<file path="config.mk">
export PLATFORM = sky130hd
export DESIGN_NAME = ratio_detector
export DESIGN_NICKNAME = d
export VERILOG_FILES = /design/src/rtl/ratio_det_pkg.sv /design/src/rtl/fclk_sync.sv /design/src/rtl/period_counter.sv /design/src/rtl/ratio_classifier.sv /design/src/rtl/ratio_detector.sv
export SDC_FILE = /design/constraint.sdc
export NUM_CORES = 1
export LEC_CHECK = 0
export BUFFER_PORTS_ARGS = -buffer_cell sky130_fd_sc_hd__buf_2
export CORE_MARGIN = 3
export CORE_UTILIZATION = 35
export CTS_CLUSTER_DIAMETER = 50
export DETAILED_ROUTE_END_ITERATION = 7
export GPL_ROUTABILITY_DRIVEN = 0
export GPL_TIMING_DRIVEN = 0
export PLACE_DENSITY = 0.56
export SLEW_MARGIN = 20
export SYNTH_ARGS = -nofsm -noshare
export SYNTH_HDL_FRONTEND = slang
export SYNTH_SLANG_ARGS = --single-unit
</file>
<file path="constraint.sdc">
create_clock -name clk_m -period 4.1 [get_ports clk_m]
set_input_delay 0.82 -clock clk_m [delete_from_list [all_inputs] [get_ports clk_m]]
set_output_delay 0.82 -clock clk_m [all_outputs]
set_load 0.01 [all_outputs]
</file>
<file path="src/rtl/ratio_det_pkg.sv">
package ratio_det_pkg;
   localparam int CODE_W = 3;
   typedef logic [CODE_W-1:0] rcode_t;

   // Nominal master cycles per frame for a code; 0 marks no ratio.
   function automatic int unsigned nominal(input rcode_t c, input logic byp);
      int unsigned n;
      n = 0;
      if (byp) begin
         case (c)
            3'd1: n = 512;
            3'd2: n = 768;
            default: n = 0;
         endcase
      end else begin
         case (c)
            3'd1: n = 128;
            3'd2: n = 192;
            3'd3: n = 256;
            3'd4: n = 384;
            3'd5: n = 512;
            3'd6: n = 768;
            default: n = 0;
         endcase
      end
      return n;
   endfunction

   function automatic logic in_window(input int unsigned m, input int unsigned nom,
                                      input int unsigned tol);
      return (nom != 0) && (m + tol >= nom) && (m <= nom + tol);
   endfunction
endpackage

</file>
<file path="src/rtl/fclk_sync.sv">
module fclk_sync #(
   parameter int STAGES = 2
) (
   input  logic clk,
   input  logic rst_n,
   input  logic din,
   output logic rise
);
   generate
      if (STAGES < 2) begin : g_bad_stages
         $error("fclk_sync needs at least two stages");
      end
   endgenerate

   // sh[STAGES-1] is the synchronised level, sh[STAGES] its one-cycle delay.
   logic [STAGES:0] sh;

   always_ff @(posedge clk or negedge rst_n) begin
      if (!rst_n) sh <= '0;
      else        sh <= {sh[STAGES-1:0], din};
   end

   assign rise = sh[STAGES-1] & ~sh[STAGES];
endmodule

</file>
<file path="src/rtl/period_counter.sv">
module period_counter #(
   parameter int CNT_W = 12
) (
   input  logic             clk,
   input  logic             rst_n,
   input  logic             rise,
   output logic [CNT_W-1:0] count,
   output logic             frame_evt
);
   localparam logic [CNT_W-1:0] CNT_MAX = '1;

   logic armed;

   always_ff @(posedge clk or negedge rst_n) begin
      if (!rst_n) begin
         count <= '0;
         armed <= 1'b0;
      end else if (rise) begin
         count <= CNT_W'(1);
         armed <= 1'b1;
      end else if (count != CNT_MAX) begin
         count <= count + CNT_W'(1);
      end
   end

   // The first edge after reset only starts a measurement.
   assign frame_evt = rise & armed;
endmodule

</file>
<file path="src/rtl/ratio_classifier.sv">
module ratio_classifier
   import ratio_det_pkg::*;
#(
   parameter int CNT_W = 12,
   parameter int TOL   = 2
) (
   input  rcode_t           cfg,
   input  logic             bypass,
   input  logic [CNT_W-1:0] meas,
   output logic             cfg_bad,
   output logic             manual,
   output rcode_t           det,
   output logic             hit
);
   localparam int NCODES = 6;

   logic [NCODES:1] win;
   rcode_t          auto_det;
   logic            man_hit;

   generate
      for (genvar k = 1; k <= NCODES; k++) begin : g_win
         localparam int unsigned NOM = nominal(rcode_t'(k), 1'b0);
         assign win[k] = in_window(32'(meas), NOM, TOL);
      end
   endgenerate

   always_comb begin
      auto_det = '0;
      for (int k = NCODES; k >= 1; k--) begin
         if (win[k]) auto_det = rcode_t'(k);
      end
   end

   always_comb begin
      if (bypass) cfg_bad = (cfg != 3'd1) && (cfg != 3'd2);
      else        cfg_bad = (cfg == 3'd7);
   end

   assign manual  = (cfg != 3'd0);
   assign man_hit = in_window(32'(meas), nominal(cfg, bypass), TOL);
   assign det     = manual ? cfg : auto_det;
   assign hit     = manual ? man_hit : (auto_det != 3'd0);
endmodule

</file>
<file path="src/rtl/ratio_detector.sv">
module ratio_detector
   import ratio_det_pkg::*;
#(
   parameter int CNT_W       = 12,
   parameter int TOL         = 2,
   parameter int LOCK_FRAMES = 3,
   parameter int SYNC_STAGES = 2
) (
   input  logic       clk_m,
   input  logic       rst_n,
   input  logic       frame_clk,
   input  logic [2:0] cfg_ratio,
   input  logic       bypass_mode,
   output logic [2:0] ratio_code,
   output logic       locked,
   output logic       ratio_err
);
   localparam int RUN_W = $clog2(LOCK_FRAMES + 1);
   localparam logic [RUN_W-1:0] RUN_LOCK = RUN_W'(LOCK_FRAMES);

   generate
      if ((2 ** CNT_W) - 1 <= 768 + TOL) begin : g_bad_cnt
         $error("CNT_W too small for the longest ratio");
      end
      if (LOCK_FRAMES < 1) begin : g_bad_lock
         $error("LOCK_FRAMES must be at least 1");
      end
   endgenerate

   logic             rise;
   logic             frame_evt;
   logic [CNT_W-1:0] period_cnt;
   logic             cfg_bad;
   logic             manual;
   rcode_t           det;
   logic             hit;

   rcode_t           code_q;
   rcode_t           prev_q;
   logic [RUN_W-1:0] run_q;
   logic             err_q;

   fclk_sync #(.STAGES(SYNC_STAGES)) u_sync (
      .clk   (clk_m),
      .rst_n (rst_n),
      .din   (frame_clk),
      .rise  (rise)
   );

   period_counter #(.CNT_W(CNT_W)) u_cnt (
      .clk       (clk_m),
      .rst_n     (rst_n),
      .rise      (rise),
      .count     (period_cnt),
      .frame_evt (frame_evt)
   );

   ratio_classifier #(.CNT_W(CNT_W), .TOL(TOL)) u_cls (
      .cfg     (cfg_ratio),
      .bypass  (bypass_mode),
      .meas    (period_cnt),
      .cfg_bad (cfg_bad),
      .manual  (manual),
      .det     (det),
      .hit     (hit)
   );

   always_ff @(posedge clk_m or negedge rst_n) begin
      if (!rst_n) begin
         code_q <= '0;
         prev_q <= '0;
         run_q  <= '0;
         err_q  <= 1'b0;
      end else if (cfg_bad) begin
         err_q <= 1'b1;
         run_q <= '0;
      end else begin
         if (manual) code_q <= cfg_ratio;
         if (frame_evt) begin
            if (hit) begin
               if (run_q != '0 && det == prev_q) begin
                  if (run_q != RUN_LOCK) run_q <= run_q + RUN_W'(1);
               end else begin
                  run_q <= RUN_W'(1);
               end
               prev_q <= det;
               err_q  <= 1'b0;
               if (!manual) code_q <= det;
            end else begin
               run_q <= '0;
               err_q <= 1'b1;
            end
         end
      end
   end

   assign ratio_code = code_q;
   assign locked     = (run_q == RUN_LOCK);
   assign ratio_err  = err_q;
endmodule

</file>
After elaboration in Yosys (flattened, before gate mapping)
Cells that the tools add are included.
{"block": "word_totals", "regBits": 25}
{"block": "op_classes", "add_sub_neg": 4, "order_cmp": 14, "n_eq_ne": 14, "n_mux": 26, "n_bitwise": 4, "reduce_logical": 18}
{"cell": "greater-or-equal comparator 32 x 10 -> 1 bit (second input constant)", "count": 2}
{"cell": "greater-or-equal comparator 32 x 9 -> 1 bit (second input constant)", "count": 2}
{"cell": "case mux 10 bit (6 select lines)", "count": 1}
{"cell": "2-to-1 mux 3 bit", "count": 11}
{"cell": "adder 32 x 2 -> 32 bit (second input constant)", "count": 1}
{"cell": "greater-or-equal comparator 32 bit", "count": 1}
{"cell": "greater-or-equal comparator 32 x 8 -> 1 bit (second input constant)", "count": 1}
{"cell": "<= comparator 12 x 32 -> 1 bit", "count": 1}
{"cell": "2-to-1 mux 32 bit", "count": 1}
{"cell": "nonzero test 32 bit", "count": 1}
{"cell": "<= comparator 12 x 10 -> 1 bit (second input constant)", "count": 2}
{"cell": "<= comparator 12 x 8 -> 1 bit (second input constant)", "count": 2}
{"cell": "<= comparator 12 x 9 -> 1 bit (second input constant)", "count": 2}
{"cell": "2-to-1 mux 12 bit", "count": 2}
{"cell": "case mux 10 bit (2 select lines)", "count": 1}
{"cell": "adder 12 x 2 -> 13 bit (second input constant)", "count": 1}
{"cell": "greater-or-equal comparator 13 x 8 -> 1 bit (second input constant)", "count": 1}
{"cell": "adder 12 x 1 -> 12 bit (second input constant)", "count": 1}
{"cell": "equality test 3 bit (second input constant)", "count": 4}
{"cell": "inequality test 12 bit (second input constant)", "count": 1}
{"cell": "logical AND 1 bit", "count": 10}
{"cell": "2-to-1 mux 2 bit", "count": 5}
{"cell": "equality test 3 x 2 -> 1 bit (second input constant)", "count": 2}
{"cell": "nonzero test 2 bit", "count": 3}
{"cell": "other kinds (14)", "count": 21}

Depth between registers and ports, before layout
Gate-level depths: netlist of the first run.
{"block": "depth", "word_depth": 16, "mapped_depth": 15, "depth_no_buf": 15}

Cells and area by module
A second synthesis of the first run with hierarchy kept.
{"block": "unflattened", "cells_unflattened": 245, "area_unflattened_um2": 2152.1}
{"mod": "ratio_classifier", "n_inst": 1, "cells_per_inst": 127, "area_each_um2": 847.1, "seq_area_each_um2": 0.0}
{"mod": "period_counter", "n_inst": 1, "cells_per_inst": 68, "area_each_um2": 688.2, "seq_area_each_um2": 325.3}
{"mod": "ratio_detector", "n_inst": 1, "cells_per_inst": 46, "area_each_um2": 528.0, "seq_area_each_um2": 225.2}
{"mod": "fclk_sync", "n_inst": 1, "cells_per_inst": 4, "area_each_um2": 88.8, "seq_area_each_um2": 75.1}

Worst setup path before layout of the first run
No wires, ideal clock.
{"block": "synth_timing", "path_kind": "input to register", "startpoint": "in cfg_ratio[2]", "endpoint": "reg prev_q[0]", "setup_time_ns": 0.125, "t_arrival_ns": 3.099, "required_time_ns": 3.975, "slack_ns": 0.876, "cell_stages": 15, "n_path_buf": 1, "path_cell_list": "clkbuf_1 -> nor2_1 -> nand2_1 -> or2_2 -> inv_1 -> ha_1 -> nand3b_1 -> nor3_1 -> o31ai_1 -> o211ai_1 -> maj3_1 -> o21ai_1 -> a21oi_4 -> nand2_4 -> mux2_4"}
{"block": "synth_between", "elab_chain_len": 8, "elab_cells_between_ends": 25}
{"item": "start: declaration", "line": "ratio_detector.sv:12", "rtl": "input logic [2:0] cfg_ratio,"}
{"item": "equality test 3 bit (tied with other cells)", "line": "ratio_det_pkg.sv:16", "rtl": "case (c)"}
{"item": "case mux 10 bit (6 select lines) / case mux 10 bit (2 select lines) (equally long branches)", "line": "ratio_det_pkg.sv:16, ratio_det_pkg.sv:10"}
{"item": "2-to-1 mux 32 bit", "line": "ratio_det_pkg.sv:9", "rtl": "if (byp) begin"}
{"item": "adder 32 x 2 -> 32 bit (tied with other cells)", "line": "ratio_det_pkg.sv:31", "rtl": "return (nom != 0) && (m + tol >= nom) && (m <= nom + tol);"}
{"item": "<= comparator 12 x 32 -> 1 bit / logical AND 1 bit (equally long branches)", "line": "ratio_det_pkg.sv:31"}
{"item": "logical AND 1 bit", "line": "ratio_det_pkg.sv:31"}
{"item": "2-to-1 mux 1 bit", "line": "ratio_classifier.sv:43", "rtl": "assign hit = manual ? man_hit : (auto_det != 3'd0);"}
{"item": "AND reduction 3 bit (no source line)"}
{"item": "end signal: assignment", "line": "ratio_detector.sv:86", "rtl": "prev_q <= det;"}
{"item": "end: declaration", "line": "ratio_detector.sv:39", "rtl": "rcode_t prev_q;"}
Parallel ways exist; a longest one is shown, timed or not.
A chain may end at the register's enable or synchronous reset.

Worst setup path after layout of the first run
{"block": "layout_timing", "startpoint": "reg u_cnt.count[1]", "endpoint": "reg prev_q[0]"}
{"block": "layout_between", "elab_chain_len": 12, "elab_cells_between_ends": 33}
{"item": "start: declaration", "line": "period_counter.sv:7", "rtl": "output logic [CNT_W-1:0] count,"}
{"item": "start signal: assignment", "line": "period_counter.sv:22", "rtl": "count <= count + CNT_W'(1);"}
{"item": "adder 12 x 2 -> 13 bit", "line": "ratio_det_pkg.sv:31"}
{"item": "greater-or-equal comparator 32 x 10 -> 1 bit", "line": "ratio_det_pkg.sv:31"}
{"item": "logical AND 1 bit", "line": "ratio_det_pkg.sv:31"}
{"item": "2-to-1 mux 3 bit (6 in series)", "line": "ratio_classifier.sv:31", "rtl": "if (win[k]) auto_det = rcode_t'(k);"}
{"item": "nonzero test 3 bit", "line": "ratio_classifier.sv:43"}
{"item": "2-to-1 mux 1 bit", "line": "ratio_classifier.sv:43"}
{"item": "AND reduction 3 bit (no source line)"}
Parallel ways exist; a longest one is shown, timed or not.

==> metrics.txt, run 1 <==
final setup violation count 0; CP max stage cell dfrtp_1; global route overflow 0; initial core utilization 0.368; CTS tree yes; Die ar. 7320 um^2; Worst-path clk slew 0.10 ns; Worst setup SP type flip-flop; Post-synth EDFFs 0; vias in the first global route 1827; Crit Path Class reg -> reg; number of gates resized after cts 0; I/O pin cnt 12; CP max FO 12; Post-Syn Area 2210 um^2; period utilisation layout 0.854; Hold Crit Class reg -> reg; Sum Neg Setup Slack 0 ns; # H-tree levels 1; Pins Over Slew Limit 0; Via Count 1961; Worst setup EP type flip-flop; Total Nets Final 294; largest delay contributor family on the critical path simple AND/OR/NAND/NOR gates; Diodes inserted 0; distinct cell type count after synthesis 65; RSZ-0062 raised after global routing false; Async S/R FF share, synth 1.00; Post-Synthesis Cells 257; CTS max path bufs 2; # rows 28; first-pass GRT wire length 9220 um; number of buffers and inverters on the critical path 1; final wirelength 5340 um; post-route ant nets 0; metal3 WL 246 um; VDD IR max 0.239 mV; wire length on met1 2660 um; outcome finished clean; sequential power share 0.368; Tightest Pin Transition 0.615 ns; Core Area 6030 um^2; Max Clock Skew 0.00461 ns; fmax 286 MHz; Synth Register Bits 25; post-synthesis sequential area ratio 0.282; Synthesized Nets 278; Logic pwr share 0.458; Sw Ratio 0.422; post-route minimum period 3.50 ns; Die Span Y 85.5 um; total global-route track usage 0.157; Max-slew headroom 0.590; YS warnings 0; prevailing post-synth register cell dfrtp_1; Layout Utilization 0.400; I/O Buffers 11; Mapped Avg Cell Area 8.62 um^2; wire per inst 15.4 um; drt pass-1 iters 4; share of layout cells above drive strength 1 0.165; Pwr per Cell Area 379 nW/um^2; DP Wirelength 4040 um; Filler cells 631; Area Overhead vs Synth 8.93%; Root Driver clkbuf_8; MaxCap Viol Count 0; clk sink count 25; routed vias/inst 5.65; highest routed layer met4; Clock Latency Late Sink 0.28 ns; Setup Buffers After CTS 0; Worst Path Required 4.27 ns; hold buffers post-CTS 0; met2 WL 2300 um; Clock Power Share 0.174; DRC violations left 0; die span in x 85.5 um; antenna violations before repair 0; data arrival time of the worst path 3.67 ns; pin count of the biggest net entering global routing 26; CP max stage delay 0.62 ns; Internal Dissipation 0.528 mW; Net Switching 0.386 mW; Inserted Clock Buffers 3; Final Hold Viols 0; Detailed Route Iter0 Violations 138; Lkg Pwr 1.06 nW; crit-path cells ha_1 > nand2_1 > or3_1 > and2_4 > inv_1 > ha_1 > nand2_1 > nor3_1 > o31ai_1 > o211ai_1 > maj3_1 > o21ai_1 > a21oi_4 > nand2_4 > mux2_4
## final timing paths
| path | startpoint | to | slack (ns) | cells after the start |
|---|---|---|---|---|
| min in group asynchronous | rst_n | u_cnt.count[6] | 0.53 | 1 |
| min | u_sync.sh[0] | u_sync.sh[1] | 0.35 | 0 |
| max reg2reg | u_cnt.count[1] | prev_q[0] | 0.60 | 15 |
| max | u_cnt.count[1] | prev_q[0] | 0.60 | 15 |
| max in group asynchronous | rst_n | ratio_code[2] | 3.16 | 1 |
| min reg2reg | u_sync.sh[0] | u_sync.sh[1] | 0.35 | 0 |
## layout by cell type, fill, tap and decap left out, types with 3 or more instances in the layout
cell type  count
dfrtp_1       25
nor2_1        23
nand2_1       18
inv_1         14
buf_2         14
ha_1          14
a21oi_1       12
nand3_1       11
o21ai_0       11
xor2_1         8
nand4_1        7
clkbuf_1       6
a31oi_1        6
nor3_1         6
or3_1          5
o211ai_1       5
o21ai_1        5
a211oi_1       5
nor2b_1        4
and2_1         4
a21o_1         4
xnor2_1        4
and3_1         3
mux2i_1        3
clkbuf_8       3
## final cells by class
type                    count  area (um^2)  share of cell area
multi-input cells         204         1460               0.604
flip-flops and latches     25          626               0.259
well taps                  75         93.8              0.0389
plain buffers              14         78.8              0.0327
repair buffers             11         55.1              0.0228
inverters                  14         52.6              0.0218
clock buffers               3         41.3              0.0171
clock inverters             1         7.51             0.00311
## kinds of logic (layout without fill, tap and decap cells)
kind of cell | after synthesis | after routing | synth area share
DFF | 25 | 25 | 0.282
xor gates and xnor gates | 12 | 12 | 0.0475
adders and majority gates | 15 | 15 | 0.0836
AOI/OAI and AO/OA | 76 | 76 | 0.259
muxes | 4 | 4 | 0.0203
buffers and inverters | 28 | 43 | 0.0593
and+or+nand+nor | 97 | 97 | 0.247
## metal layers
metal  vias up  GRT usage
met5         -          0
met3        11     0.0211
met2        52      0.236
met1       912      0.227
met4         0     0.0590
li1        986          -
## metrics by stage
| step | hold slack, ns | power (mW) | std cells | instance area [um^2] | setup WS (ns) |
|---|---|---|---|---|---|
| 3_5_place_dp | 0.336 | 0.754 | 343 | 2360 | 0.435 |
| 6_report | 0.355 | 0.914 | 347 | 2410 | 0.599 |
| 2_1_floorplan | 0.331 | 0.657 | 257 | 2210 | 0.876 |
| 5_1_grt | 0.378 | 0.987 | 347 | 2410 | 0.431 |
| 3_3_place_gp | 0.332 | 0.752 | 343 | 2360 | 0.444 |
| 4_1_cts | 0.360 | 0.918 | 347 | 2410 | 0.601 |
## power groups by stage
| stage | clock, mW | sequential, mW | combinational (mW) |
|---|---|---|---|
| 2_1_floorplan | 0 | 0.331 | 0.325 |
| 3_3_place_gp | 0 | 0.341 | 0.411 |
| 3_5_place_dp | 0 | 0.340 | 0.414 |
| 4_1_cts | 0.165 | 0.335 | 0.418 |
| 5_1_grt | 0.175 | 0.342 | 0.471 |
| 6_report | 0.159 | 0.337 | 0.419 |
## synth_stat cells (2+ instances only)
master,number,area [um^2]
dfrtp_1,25,626
nor2_1,23,86.3
nand2_1,18,67.6
ha_1,14,175
inv_1,14,52.6
a21oi_1,12,60.1
nand3_1,11,55.1
o21ai_0,11,55.1
xor2_1,8,70.1
nand4_1,7,43.8
a31oi_1,6,37.5
clkbuf_1,6,22.5
nor3_1,6,30.0
a211oi_1,5,37.5
o211ai_1,5,37.5
o21ai_1,5,25.0
or3_1,5,31.3
a21o_1,4,30.0
and2_1,4,25.0
nor2b_1,4,25.0
xnor2_1,4,35.0
and3_1,3,18.8
buf_2,3,15.0
mux2i_1,3,30.0
a22o_1,2,17.5
a41oi_1,2,17.5
and2_4,2,17.5
buf_4,2,15.0
buf_6,2,22.5
o21a_1,2,15.0
o2bb2ai_1,2,17.5
o31ai_1,2,15.0
o32ai_2,2,32.5
or2_2,2,12.5
## state kept, by name, summed over array words and instances (netlist names)
register     count
u_sync.sh        3
prev_q           3
u_cnt.count     12
u_cnt.armed      1
run_q            2
ratio_code       3
ratio_err        1
No activity file was read; power rests on OpenSTA's default activity.
==> run 2, diff against run 1 <==
ABC_AREA = 1   (was not set)
PLACE_DENSITY = 0.55   (was 0.56)
SYNTH_HIERARCHICAL = 1   (was not set)
==> run 2 against run 1 <==
- setup slack improved by 0.40 ns
- critical path depth rose by 2
- synthesized cell count rose by 41%
- sequential cell count did not move
- largest power group is now sequential cells
==> metrics.txt, run 2 <==
die span in x 88.4 um; Mapped Avg Cell Area 6.55 um^2; ranking of synthesized cells by area dfrtp_1, nand2_1, inv_1, nor2_1, ha_1; final wirelength 5360 um; Setup Buffers After CTS 0; first-pass GRT wire length 9670 um; Post-Syn Area 2380 um^2; Pwr per Cell Area 294 nW/um^2; routed vias/inst 4.85; clk sink count 25; number of buffers and inverters on the critical path 0; Final Hold Viols 0; CP max stage delay 0.53 ns; final setup violation count 0; outcome finished clean; hold buffers post-CTS 0; reg2reg setup slack 1.00 ns; Die ar. 7810 um^2; pin count of the biggest net entering global routing 26; DP Wirelength 4300 um; Max-slew headroom 0.408; Largest register FFs 12; Total Nets Final 399; Tot Pwr 0.757 mW; Worst setup EP type flip-flop; number of gates resized after cts 0; hold depth 0; Clock Power Share 0.204; Area Overhead vs Synth 8.43%; I/O Buffers 11; Worst-path clk slew 0.10 ns; total global-route track usage 0.155; Logic pwr share 0.343; period utilisation layout 0.756; commonest non-fill, non-tap cells in the layout nand2_1, inv_1, nor2_1, nand3_1, dfrtp_1; MaxCap Viol Count 0; critical path depth 17; # H-tree levels 1; Hold Crit Class reg -> reg; Inserted Clock Buffers 3; Via Count 2208; fmax 323 MHz; # rows 29; Internal Dissipation 0.448 mW; Sw Ratio 0.408; post-synth top area cell dfrtp_1; antenna violations before repair 0; Root Driver clkbuf_8; CTS max path bufs 2; YS warnings 6; Pins Over Slew Limit 0; RSZ-0062 raised after global routing false; Layout Utilization 0.399; Core Area 6460 um^2; Post-Synthesis Cells 363; Detailed Route Iter0 Violations 75; VDD IR max 0.164 mV; worst r2r path cells 17; Diodes inserted 0; post-route ant nets 0; global route overflow 0; most common cell in the netlist nand2_1; vias in the first global route 2097; Lkg Pwr 1.23 nW; commonest non-fill, non-tap cell in the layout nand2_1; cell repeated most along the worst path nand2_1; prevailing post-synth register cell dfrtp_1; Tightest Pin Transition 0.878 ns; Clock Latency Late Sink 0.28 ns; wire per inst 11.8 um; share of layout cells above drive strength 1 0.169; sequential power share 0.453; Filler cells 694; Post-synth EDFFs 0; Largest Register u_cnt/count; crit-path cells ha_1 > nand3_1 > o21ai_0 > nand2_1 > ha_1 > nand3_1 > nor3_1 > nand2_1 > a21oi_1 > nor2_1 > nor2_1 > a21oi_1 > nand2_1 > nand2_1 > nor2_4 > nor2_1 > o31ai_2; post-route minimum period 3.10 ns; CTS tree yes; top cell type's share of synthesized area 0.263; Crit Path Class reg -> reg; Synth Register Bits 25; Worst Path Required 4.30 ns; Net Switching 0.309 mW; CP max stage cell dfrtp_1; CP max FO 10; data arrival time of the worst path 3.29 ns; DRC violations left 0; distinct cell type count after synthesis 33; Synthesized Nets 383; Post-synth top cells nand2_1, inv_1, nor2_1, nand3_1, dfrtp_1; Sum Neg Setup Slack 0 ns; Async S/R FF share, synth 1.00; post-synthesis sequential area ratio 0.263; I/O pin cnt 12; drt pass-1 iters 5; largest delay contributor family on the critical path simple AND/OR/NAND/NOR gates; Worst setup SP type flip-flop; initial core utilization 0.368; Die Span Y 88.4 um; Max Clock Skew 0.0106 ns
-- run 2: cell types whose count changed after synthesis, moves of 8 or more --
| cell | before | now |
|---|---|---|
| nand2_1 | 18 | 85 |
| nor2_2 | 1 | 9 |
| nand2_2 | 0 | 11 |
| nor2_1 | 23 | 49 |
| inv_1 | 14 | 50 |
| nand3_1 | 11 | 31 |
-- run 2: routing by layer --
| layer | part of all wire | up-vias | GRT usage |
|---|---|---|---|
| met1 | 0.52 | 981 | 0.221 |
| met2 | 0.46 | 14 | 0.258 |
| li1 | - | 1209 | - |
| met4 | 0.0086 | 0 | 0.0330 |
| met5 | 0 | - | 0 |
| met3 | 0.012 | 4 | 0.0112 |
-- run 2: path summary, 6_finish.rpt --
check                          startpoint              end
max                        u_cnt/count[2]    ratio_code[0]
min                          u_sync/sh[0]     u_sync/sh[1]
max reg2reg                u_cnt/count[2]    ratio_code[0]
min reg2reg                  u_sync/sh[0]     u_sync/sh[1]
max in group asynchronous           rst_n  u_cnt/count[10]
min in group asynchronous           rst_n    ratio_code[0]
-- run 2: cell families after synthesis --
kind of cell | count (synthesis) | synth area share
DFF | 25 | 0.263
adders and majority gates | 13 | 0.0685
AOI/OAI and AO/OA | 42 | 0.101
buffers and inverters | 58 | 0.0979
and+or+nand+nor | 222 | 0.458
xor gates and xnor gates | 3 | 0.0111
-- run 2: final cells by class --
cell class	count	area [um^2]	share of cell area
inverters	56	211	0.0821
clock inverters	1	7.51	0.00291
clock buffers	3	41.3	0.0160
repair buffers	11	55.1	0.0214
flip-flops and latches	25	626	0.243
multi-input cells	280	1520	0.589
plain buffers	2	21.3	0.00826
well taps	77	96.3	0.0374
-- run 2: power by group through the flow --
stage	clock [mW]	sequential (mW)	combinational, mW
after floorplan	0	0.338	0.198
after global placement	0	0.348	0.255
after detailed placement	0	0.348	0.259
after CTS	0.160	0.343	0.262
after global routing	0.166	0.353	0.304
final	0.155	0.343	0.260
-- run 2: through the flow --
| step | cell area [um^2] | instances | worst slack, ns | hold WS (ns) |
|---|---|---|---|---|
| 4_1_cts | 2580 | 455 | 0.991 | 0.359 |
| 2_1_floorplan | 2380 | 363 | 1.37 | 0.331 |
| 3_3_place_gp | 2530 | 451 | 0.775 | 0.334 |
| 3_5_place_dp | 2530 | 451 | 0.801 | 0.335 |
| 5_1_grt | 2580 | 455 | 0.588 | 0.376 |
| 6_report | 2580 | 455 | 1.00 | 0.356 |
